**src/rtl/loop_fold_pkg.sv**
```systemverilog
package loop_fold_pkg;
  localparam int INSTR_W = 16;
  localparam int DISP_W  = 11;
  localparam logic [4:0] LOOP_OP = 5'b11110;

  typedef enum logic [1:0] {
    ST_IDLE,
    ST_FILL,
    ST_ARMED
  } foldState_t;

  // strobes from control to datapath
  typedef struct packed {
    logic learn;
    logic capTgt;
    logic capFall;
    logic useTgt;
    logic useFall;
  } foldCtl_t;

  // compare results from datapath to control
  typedef struct packed {
    logic fetchAtBr;
    logic fetchAtTgt;
    logic fetchAtFall;
    logic resolveAtBr;
    logic resolveEligible;
  } foldHit_t;
endpackage

```
**src/rtl/loop_fold_ctrl.sv**
```systemverilog
module loop_fold_ctrl
  import loop_fold_pkg::*;
(
  input  logic     clk,
  input  logic     rstN,
  input  logic     fetchValid,
  input  logic     resolveValid,
  input  logic     resolveTaken,
  input  logic     flushIn,
  input  foldHit_t hit,
  output foldCtl_t ctl
);
  foldState_t state, stateN;
  logic gotTgt, gotFall, gotTgtN, gotFallN;
  logic live, ownResolve, takenElse;

  always_comb begin
    live       = (state != ST_IDLE);
    ownResolve = live && hit.resolveAtBr;
    takenElse  = resolveValid && resolveTaken && !ownResolve;

    ctl = '0;
    ctl.useFall = (state == ST_ARMED) && resolveValid && !resolveTaken &&
                  hit.resolveAtBr && !flushIn;
    ctl.useTgt  = (state == ST_ARMED) && fetchValid && hit.fetchAtBr &&
                  !ctl.useFall && !flushIn;
    ctl.learn   = !flushIn && takenElse && hit.resolveEligible;
    ctl.capTgt  = (state == ST_FILL) && fetchValid && hit.fetchAtTgt &&
                  !ctl.learn && !flushIn;
    ctl.capFall = (state == ST_FILL) && fetchValid && hit.fetchAtFall &&
                  !ctl.learn && !flushIn;

    stateN   = state;
    gotTgtN  = gotTgt  || ctl.capTgt;
    gotFallN = gotFall || ctl.capFall;
    if (flushIn) begin
      stateN   = ST_IDLE;
      gotTgtN  = 1'b0;
      gotFallN = 1'b0;
    end else if (takenElse) begin
      stateN   = hit.resolveEligible ? ST_FILL : ST_IDLE;
      gotTgtN  = 1'b0;
      gotFallN = 1'b0;
    end else if (resolveValid && !resolveTaken && ownResolve) begin
      stateN   = ST_IDLE;
      gotTgtN  = 1'b0;
      gotFallN = 1'b0;
    end else if (state == ST_FILL && gotTgtN && gotFallN) begin
      stateN = ST_ARMED;
    end
  end

  always_ff @(posedge clk) begin
    if (!rstN) begin
      state   <= ST_IDLE;
      gotTgt  <= 1'b0;
      gotFall <= 1'b0;
    end else begin
      state   <= stateN;
      gotTgt  <= gotTgtN;
      gotFall <= gotFallN;
    end
  end
endmodule

```
**src/rtl/loop_fold_dp.sv**
```systemverilog
module loop_fold_dp
  import loop_fold_pkg::*;
#(
  parameter int AW       = 32,
  parameter int MAX_BACK = 16
) (
  input  logic               clk,
  input  logic               rstN,
  input  logic               fetchValid,
  input  logic [AW-1:0]      fetchPc,
  input  logic [INSTR_W-1:0] fetchInstr,
  input  logic [AW-1:0]      resolvePc,
  input  logic [INSTR_W-1:0] resolveInstr,
  input  foldCtl_t           ctl,
  output foldHit_t           hit,
  output logic               issueValid,
  output logic [INSTR_W-1:0] issueInstr,
  output logic [AW-1:0]      issuePc,
  output logic [AW-1:0]      nextPc,
  output logic               steerFetch,
  output logic               issueFolded
);
  localparam int MAG_W = DISP_W + 1;
  localparam logic [AW-1:0] STEP  = AW'(2);
  localparam logic [AW-1:0] STEP2 = AW'(4);

  logic [AW-1:0]      brPc, tgtPc;
  logic [INSTR_W-1:0] tgtInstr, fallInstr;
  logic [MAG_W-1:0]   backMag;
  logic [AW-1:0]      learnTgt;
  logic               isLoopOp;

  always_comb begin
    isLoopOp = (resolveInstr[INSTR_W-1:DISP_W] == LOOP_OP);
    backMag  = MAG_W'(-$signed({resolveInstr[DISP_W-1], resolveInstr[DISP_W-1:0]}));
    learnTgt = resolvePc +
               {{(AW-DISP_W-1){resolveInstr[DISP_W-1]}}, resolveInstr[DISP_W-1:0], 1'b0};

    hit.resolveEligible = isLoopOp && resolveInstr[DISP_W-1] &&
                          (backMag <= MAG_W'(MAX_BACK));
    hit.fetchAtBr   = (fetchPc == brPc);
    hit.fetchAtTgt  = (fetchPc == tgtPc);
    hit.fetchAtFall = (fetchPc == brPc + STEP);
    hit.resolveAtBr = (resolvePc == brPc);
  end

  always_ff @(posedge clk) begin
    if (!rstN) begin
      brPc      <= '0;
      tgtPc     <= '0;
      tgtInstr  <= '0;
      fallInstr <= '0;
    end else begin
      if (ctl.learn) begin
        brPc  <= resolvePc;
        tgtPc <= learnTgt;
      end
      if (ctl.capTgt)  tgtInstr  <= fetchInstr;
      if (ctl.capFall) fallInstr <= fetchInstr;
    end
  end

  always_comb begin
    issueValid  = fetchValid || ctl.useFall;
    steerFetch  = ctl.useFall || ctl.useTgt;
    issueFolded = ctl.useTgt;
    if (ctl.useFall) begin
      issueInstr = fallInstr;
      issuePc    = brPc + STEP;
      nextPc     = brPc + STEP2;
    end else if (ctl.useTgt) begin
      issueInstr = tgtInstr;
      issuePc    = tgtPc;
      nextPc     = tgtPc + STEP;
    end else begin
      issueInstr = fetchInstr;
      issuePc    = fetchPc;
      nextPc     = fetchPc + STEP;
    end
  end
endmodule

```
**src/rtl/loop_fold_unit.sv**
```systemverilog
module loop_fold_unit
  import loop_fold_pkg::*;
#(
  parameter int AW       = 32,
  parameter int MAX_BACK = 16
) (
  input  logic               clk,
  input  logic               rstN,
  input  logic               fetchValid,
  input  logic [AW-1:0]      fetchPc,
  input  logic [INSTR_W-1:0] fetchInstr,
  input  logic               resolveValid,
  input  logic               resolveTaken,
  input  logic [AW-1:0]      resolvePc,
  input  logic [INSTR_W-1:0] resolveInstr,
  input  logic               flushIn,
  output logic               issueValid,
  output logic [INSTR_W-1:0] issueInstr,
  output logic [AW-1:0]      issuePc,
  output logic [AW-1:0]      nextPc,
  output logic               steerFetch,
  output logic               issueFolded
);
  foldCtl_t ctl;
  foldHit_t hit;

  loop_fold_ctrl u_ctrl (
    .clk          (clk),
    .rstN         (rstN),
    .fetchValid   (fetchValid),
    .resolveValid (resolveValid),
    .resolveTaken (resolveTaken),
    .flushIn      (flushIn),
    .hit          (hit),
    .ctl          (ctl)
  );

  loop_fold_dp #(.AW(AW), .MAX_BACK(MAX_BACK)) u_dp (
    .clk          (clk),
    .rstN         (rstN),
    .fetchValid   (fetchValid),
    .fetchPc      (fetchPc),
    .fetchInstr   (fetchInstr),
    .resolvePc    (resolvePc),
    .resolveInstr (resolveInstr),
    .ctl          (ctl),
    .hit          (hit),
    .issueValid   (issueValid),
    .issueInstr   (issueInstr),
    .issuePc      (issuePc),
    .nextPc       (nextPc),
    .steerFetch   (steerFetch),
    .issueFolded  (issueFolded)
  );
endmodule

```
**config.mk**
```make
export PLATFORM = sky130hd
export DESIGN_NAME = loop_fold_unit
export DESIGN_NICKNAME = d
export VERILOG_FILES = /design/src/rtl/loop_fold_pkg.sv /design/src/rtl/loop_fold_ctrl.sv /design/src/rtl/loop_fold_dp.sv /design/src/rtl/loop_fold_unit.sv
export SDC_FILE = /design/constraint.sdc
export NUM_CORES = 1
export LEC_CHECK = 0
export BUFFER_PORTS_ARGS = -buffer_cell sky130_fd_sc_hd__buf_2
export CORE_MARGIN = 5
export CORE_UTILIZATION = 60
export CTS_CLUSTER_SIZE = 12
export DETAILED_ROUTE_END_ITERATION = 10
export HOLD_SLACK_MARGIN = 0.05
export PLACE_DENSITY_LB_ADDON = 0.3
export SLEW_MARGIN = 20
export SYNTH_ARGS = -nofsm -noshare
export SYNTH_HDL_FRONTEND = slang
export SYNTH_HIERARCHICAL = 1
export SYNTH_SLANG_ARGS = --single-unit
```
**constraint.sdc**
```tcl
create_clock -name clk -period 18.1 [get_ports clk]
set_input_delay 2.715 -clock clk [delete_from_list [all_inputs] [get_ports clk]]
set_output_delay 2.715 -clock clk [all_outputs]
set_load 0.1 [all_outputs]
```
---- Yosys cells after proc, flatten, opt, wreduce, memory -nomap -nowiden ----
Index checks and enable logic that the tools add are counted.
word-level totals
  bits in registers ....................... 100
  output and inout port bits .............. 83
  input bits .............................. 102
  word-level logic and storage cells ...... 71
cells by class
  equality and inequality tests ........... 7
  mux-type cells .......................... 10
  bitwise gates (word level) .............. 1
  $lt $le $gt $ge ......................... 1
  reduce and logical (&&, ||, !) cells .... 39
  add/subtract/negate cells ............... 6
operator list
  cell                                                   number
  equality test 32 bit                                   4
  2-to-1 mux 32 bit                                      4
  adder 32 x 2 -> 32 bit (second input constant)         3
  adder 32 x 3 -> 32 bit (second input constant)         1
  adder 32 bit                                           1
  2-to-1 mux 16 bit                                      2
  logical AND 1 bit                                      26
  <= comparator 12 x 5 -> 1 bit (second input constant)  1
  negation 11 -> 12 bit                                  1
  2-to-1 mux 2 bit                                       3
  equality test 5 bit (second input constant)            1
  logical NOT 1 bit                                      5
  logical OR 1 bit                                       4
  OR reduction 4 bit                                     1
  nonzero test 3 bit                                     1
  equality test 2 x 1 -> 1 bit (second input constant)   1
  equality test 2 bit (second input constant)            1
  nonzero test 2 bit                                     1
  OR reduction 2 bit                                     1
  2-to-1 mux 1 bit                                       1
  inverter 1 bit                                         1

---- Logic depth before layout (Yosys ltp) ----
  depth after elaboration ................. 15
  depth in mapped cells ................... 22
  depth with buffers taken out ............ 17

---- By module ----
The synthesis kept the hierarchy.
by module, submodules not included
  module          cells an instance  times used  area each (um^2)
  loop_fold_dp    1256               1           9919.5
  loop_fold_ctrl  30                 1           255.2

---- Worst setup path after synthesis ----
No wires, ideal clock.
  path type ............................... input port to output port
  start point ............................. input port fetchPc[19]
  end point ............................... output port nextPc[31]
  setup slack ............................. 6.491 ns
  cell stages on the path ................. 21
  data required time ...................... 15.385 ns
  path buffers ............................ 5
  arrival ................................. 8.894 ns
  path through ............................ clkbuf_1 > xnor2_1 > nand4_1 > nor2_1 > nand4_1 > nor4_1 > inv_1 > nor4_1 > clkbuf_1 > buf_2 > buf_2 > buf_2 > mux2_2 > ha_1 > nand4_1 > nor2_1 > nand3_1 > nor2_1 > nand4_1 > xnor2_1 > o21ai_0
RTL lines
  element             RTL line              text
  start: declaration  loop_fold_unit.sv:10  input logic [AW-1:0] fetchPc,
  end: declaration    loop_fold_unit.sv:20  output logic [AW-1:0] nextPc,

==> qor.tcl <==
set qor(clock.fmax_mhz) 95.2
set qor(portBuffers) 184
set qor(fin_clk_skew_ns) 0.00616
set qor(worst_setup_hold_path_clk_slew_ns) 0.07
set qor(synthesis.area_per_instance_um2) 7.91
set qor(cp-end-kind) {output pin}
set qor(synth.top_cells.by_area) {sky130_fd_sc_hd__dfxtp_1 (19%), sky130_fd_sc_hd__mux2i_1 (13%), sky130_fd_sc_hd__xor2_1 (11%)}
set qor(worst_ep_arrival_time_ns) 7.79
set qor(place_area_mm2) 0.0110
set qor(area_delta_synth_final_pct) 11.4
set qor(drtPass1Iterations) 6
set qor(cts.sinks) 99
set qor(die_footprint_mm2) 0.0197
set qor(synth-seq-cells) 99
set qor(core_area_mm2) 0.0166
set qor(tritoncts) {built}
set qor(groute.usage.overall) 0.307
set qor(setup_viol) 0
set qor(holdBufCountCts) 0
set qor(nNetsFinal) 1530
set qor(die_height_um) 140
set qor(max_slew_margin) 0.284
set qor(grt_overflow_total) 0
set qor(root_buffer) {sky130_fd_sc_hd__clkbuf_16}
set qor(tightestPinTransition_ns) 1.07
set qor(total_leakage_power_nw) 4.21
set qor(instances_no_fill) 1621
set qor(rsz_0062_raised_after_global_routing) {false}
set qor(route.detailed.wl_per_inst_um) 19.5
set qor(number_of_routed_nets_with_antenna_violations) 0
set qor(post-route-period-util) 0.580
set qor(postCtsSetupBuffers) 0
set qor(route.detailed.vias_per_inst) 6.07
set qor(rows) 47
set qor(synthesis.instances) 1286
set qor(vias) 9843
set qor(crit_fanout) 43
set qor(ys_types) 72
set qor(worstReg2RegEnd) {u_dp/fallInstr[5]}
set qor(post_synthesis_instance_area_mm2) 0.0102
set qor(yosys.area.top_type) {sky130_fd_sc_hd__dfxtp_1}
set qor(result_of_the_run) {finished clean}
set qor(sequential_area_share_after_synthesis) 0.195
set qor(yosys_warnings) 6
set qor(insertion_delay_ns) 0.35
set qor(first_global_vias) 9038
set qor(clock_tree.htree_level_count) 3
set qor(number_of_placed_i_o_pins) 185
set qor(post_route_cell_area_mm2) 0.0113
set qor(postSynth.topFlopCell) {sky130_fd_sc_hd__dfxtp_1}
set qor(holdCritPathClass) {flip-flop to flip-flop}
set qor(setup.worst_path.class) {input pin to output pin}
set qor(power_density_mw_per_mm2) 55.7
set qor(critPathRequiredTime_ns) 15.39
set qor(timing.rr.start) {u_dp/brPc[1]}
set qor(final-max-slew-violation-count) 0
set qor(setup.worst_path.start) {resolvePc[4]}
set qor(number_of_enable_flip_flop_cells_after_synthesis) 0
set qor(crit_path_start_kind) {input pin}
set qor(placed_cells_incl_taps) 1603
set qor(start_util) 0.614
set qor(numCtsBuffers) 9
set qor(cts-resized-gates) 0
set qor(async_reset_ff_frac) 0
set qor(post-synth-top-area-fraction) 0.195
set qor(drc_errors) 0
set qor(max_capacitance_violation_count) 0
set qor(dr.first_iter.drc_count) 1133
set qor(report.final.hold_viol_count) 0
set qor(ir_drop_mv) 0.0397
set qor(grt_pass1_wl_um) 48800
set qor(syn-num-nets) 1422
set qor(place_hpwl_um) 24900
set qor(grt_max_degree) 100
set qor(timing.final.crit_period_ns) 10.50
set qor(gpl.final_weighted_congestion) 0.987
set qor(antenna_violations_before_repair) 2
set qor(die_w_um) 140
set qor(final.setup.tns_ns) 0
set qor(worst_setup_path_endpoint) {nextPc[24]}
set qor(ctsLongestPathBuffers) 2
set qor(worst_r2r_path_depth) 13
set qor(route.final.wire_length_um) 31600
set qor(drive_gt1_frac) 0.177
set qor(ff2ff_setup_slack_ns) 13.14
metrics by stage:
stage	hold WS (ns)	setup WS [ns]	utilization	power [mW]
floorplan	0.424	6.49	-	0.378
global placement	0.438	7.68	0.664	0.428
detailed placement	0.454	7.65	0.664	0.429
CTS	0.480	7.65	0.683	0.631
global route	0.512	6.99	0.683	0.654
finish	0.486	7.60	0.683	0.632
critical path, stage by stage:
cell	delay, ns
sky130_fd_sc_hd__buf_2	0.12
sky130_fd_sc_hd__xor2_1	0.16
sky130_fd_sc_hd__nor4_1	0.35
sky130_fd_sc_hd__nand4_1	0.17
sky130_fd_sc_hd__nor2_1	0.30
sky130_fd_sc_hd__nand2_1	0.11
sky130_fd_sc_hd__nor4_2	0.14
sky130_fd_sc_hd__buf_4	0.41
sky130_fd_sc_hd__nor4_2	0.10
sky130_fd_sc_hd__buf_4	0.27
sky130_fd_sc_hd__mux2_2	0.30
sky130_fd_sc_hd__a21boi_0	0.47
sky130_fd_sc_hd__nand3_1	0.24
sky130_fd_sc_hd__a211oi_1	0.55
sky130_fd_sc_hd__nand2_1	0.28
sky130_fd_sc_hd__nor4_1	0.36
sky130_fd_sc_hd__xor2_1	0.10
sky130_fd_sc_hd__o21ai_0	0.15
sky130_fd_sc_hd__buf_2	0.46
sequential cells by signal, summed over array words and instances, names as in the netlist:
register	cells
u_ctrl/state	2
u_ctrl/gotTgt	1
u_ctrl/gotFall	1
u_dp/tgtInstr	16
u_dp/fallInstr	16
u_dp/brPc	32
u_dp/tgtPc	31
cell usage after synthesis, drive strengths merged (3+ instances only):
cell and instances:
nand3b 14, a32o 3, a21o 20, o22ai 3, xnor2 93, dfxtp 99, and3 10, nor2 75
o21bai 5, nand2b 10, mux2 13, nand4 31, ha 33, o31ai 4, nor3 26, a32oi 3
and2 11, a21oi 59, inv 14, nand2 105, a31oi 8, clkbuf 56, or3 5, xor2 130
nand4b 3, mux2i 134, nor4 27, o211ai 6, or2 5, o21ai 70, nor2b 93, nand3 40
a211oi 7, a2111oi 4, buf 37
where the power goes:
part / internal (mW) / switching [mW]
clock network: 0.113 / 0.0921
registers: 0.218 / 0.0000127
logic: 0.0579 / 0.151
cell type report:
type | count | area (um^2)
timing repair buffer | 190 | 966
antenna | 2 | 5.00
inverter | 14 | 52.6
tap | 220 | 275
sequential | 99 | 1980
multi-input combinational | 1080 | 7740
fill | 1497 | 5250
clock buffer | 10 | 239
clock inverter | 6 | 72.6
metal layers:
layer / share of wire / vias to the layer above / track usage / wire length (um)
li1: - / 4730 / - / -
met1: 0.43 / 4567 / 0.422 / 13700
met2: 0.46 / 497 / 0.500 / 14500
met3: 0.082 / 49 / 0.0358 / 2610
met4: 0.027 / 0 / 0.102 / 847
met5: 0 / - / 0 / 0
cells in the final DEF (no fill, tap or decap), types with 13 or more instances in the layout:
cell type,count
sky130_fd_sc_hd__mux2_2,13
sky130_fd_sc_hd__nand3_1,37
sky130_fd_sc_hd__inv_1,14
sky130_fd_sc_hd__mux2i_1,134
sky130_fd_sc_hd__nor2_1,73
sky130_fd_sc_hd__xnor2_1,93
sky130_fd_sc_hd__a21o_1,20
sky130_fd_sc_hd__xor2_1,130
sky130_fd_sc_hd__o21ai_0,68
sky130_fd_sc_hd__dfxtp_1,99
sky130_fd_sc_hd__a21oi_1,58
sky130_fd_sc_hd__nor3_1,23
sky130_fd_sc_hd__nor4_1,23
sky130_fd_sc_hd__nand4_1,29
sky130_fd_sc_hd__nor2b_1,93
sky130_fd_sc_hd__ha_1,33
sky130_fd_sc_hd__buf_2,184
sky130_fd_sc_hd__nand3b_1,14
sky130_fd_sc_hd__nand2_1,103
worst min-delay path by stage:
| stage | from | endpoint | slack [ns] | cells past startpoint |
|---|---|---|---|---|
| after floorplan | u_ctrl/gotTgt | u_ctrl/gotTgt | 0.42 | 2 |
| after global placement | u_ctrl/gotTgt | u_ctrl/gotTgt | 0.44 | 2 |
| after detailed placement | u_ctrl/gotTgt | u_ctrl/gotTgt | 0.45 | 2 |
| after CTS | u_ctrl/gotTgt | u_ctrl/gotTgt | 0.48 | 2 |
| after global routing | u_ctrl/gotTgt | u_ctrl/gotTgt | 0.51 | 2 |
| final | u_ctrl/gotTgt | u_ctrl/gotTgt | 0.49 | 2 |
logic make-up after synthesis:
| kind of cell | after synthesis | share of synthesized area |
|---|---|---|
| and+or+nand+nor | 463 | 0.248 |
| xor gates and xnor gates | 223 | 0.192 |
| buffers and inverters | 107 | 0.0467 |
| muxes | 147 | 0.146 |
| DFF | 99 | 0.195 |
| AOI/OAI and AO/OA | 213 | 0.130 |
| adders and majority gates | 34 | 0.0425 |
No activity file was read; power rests on OpenSTA's default activity.
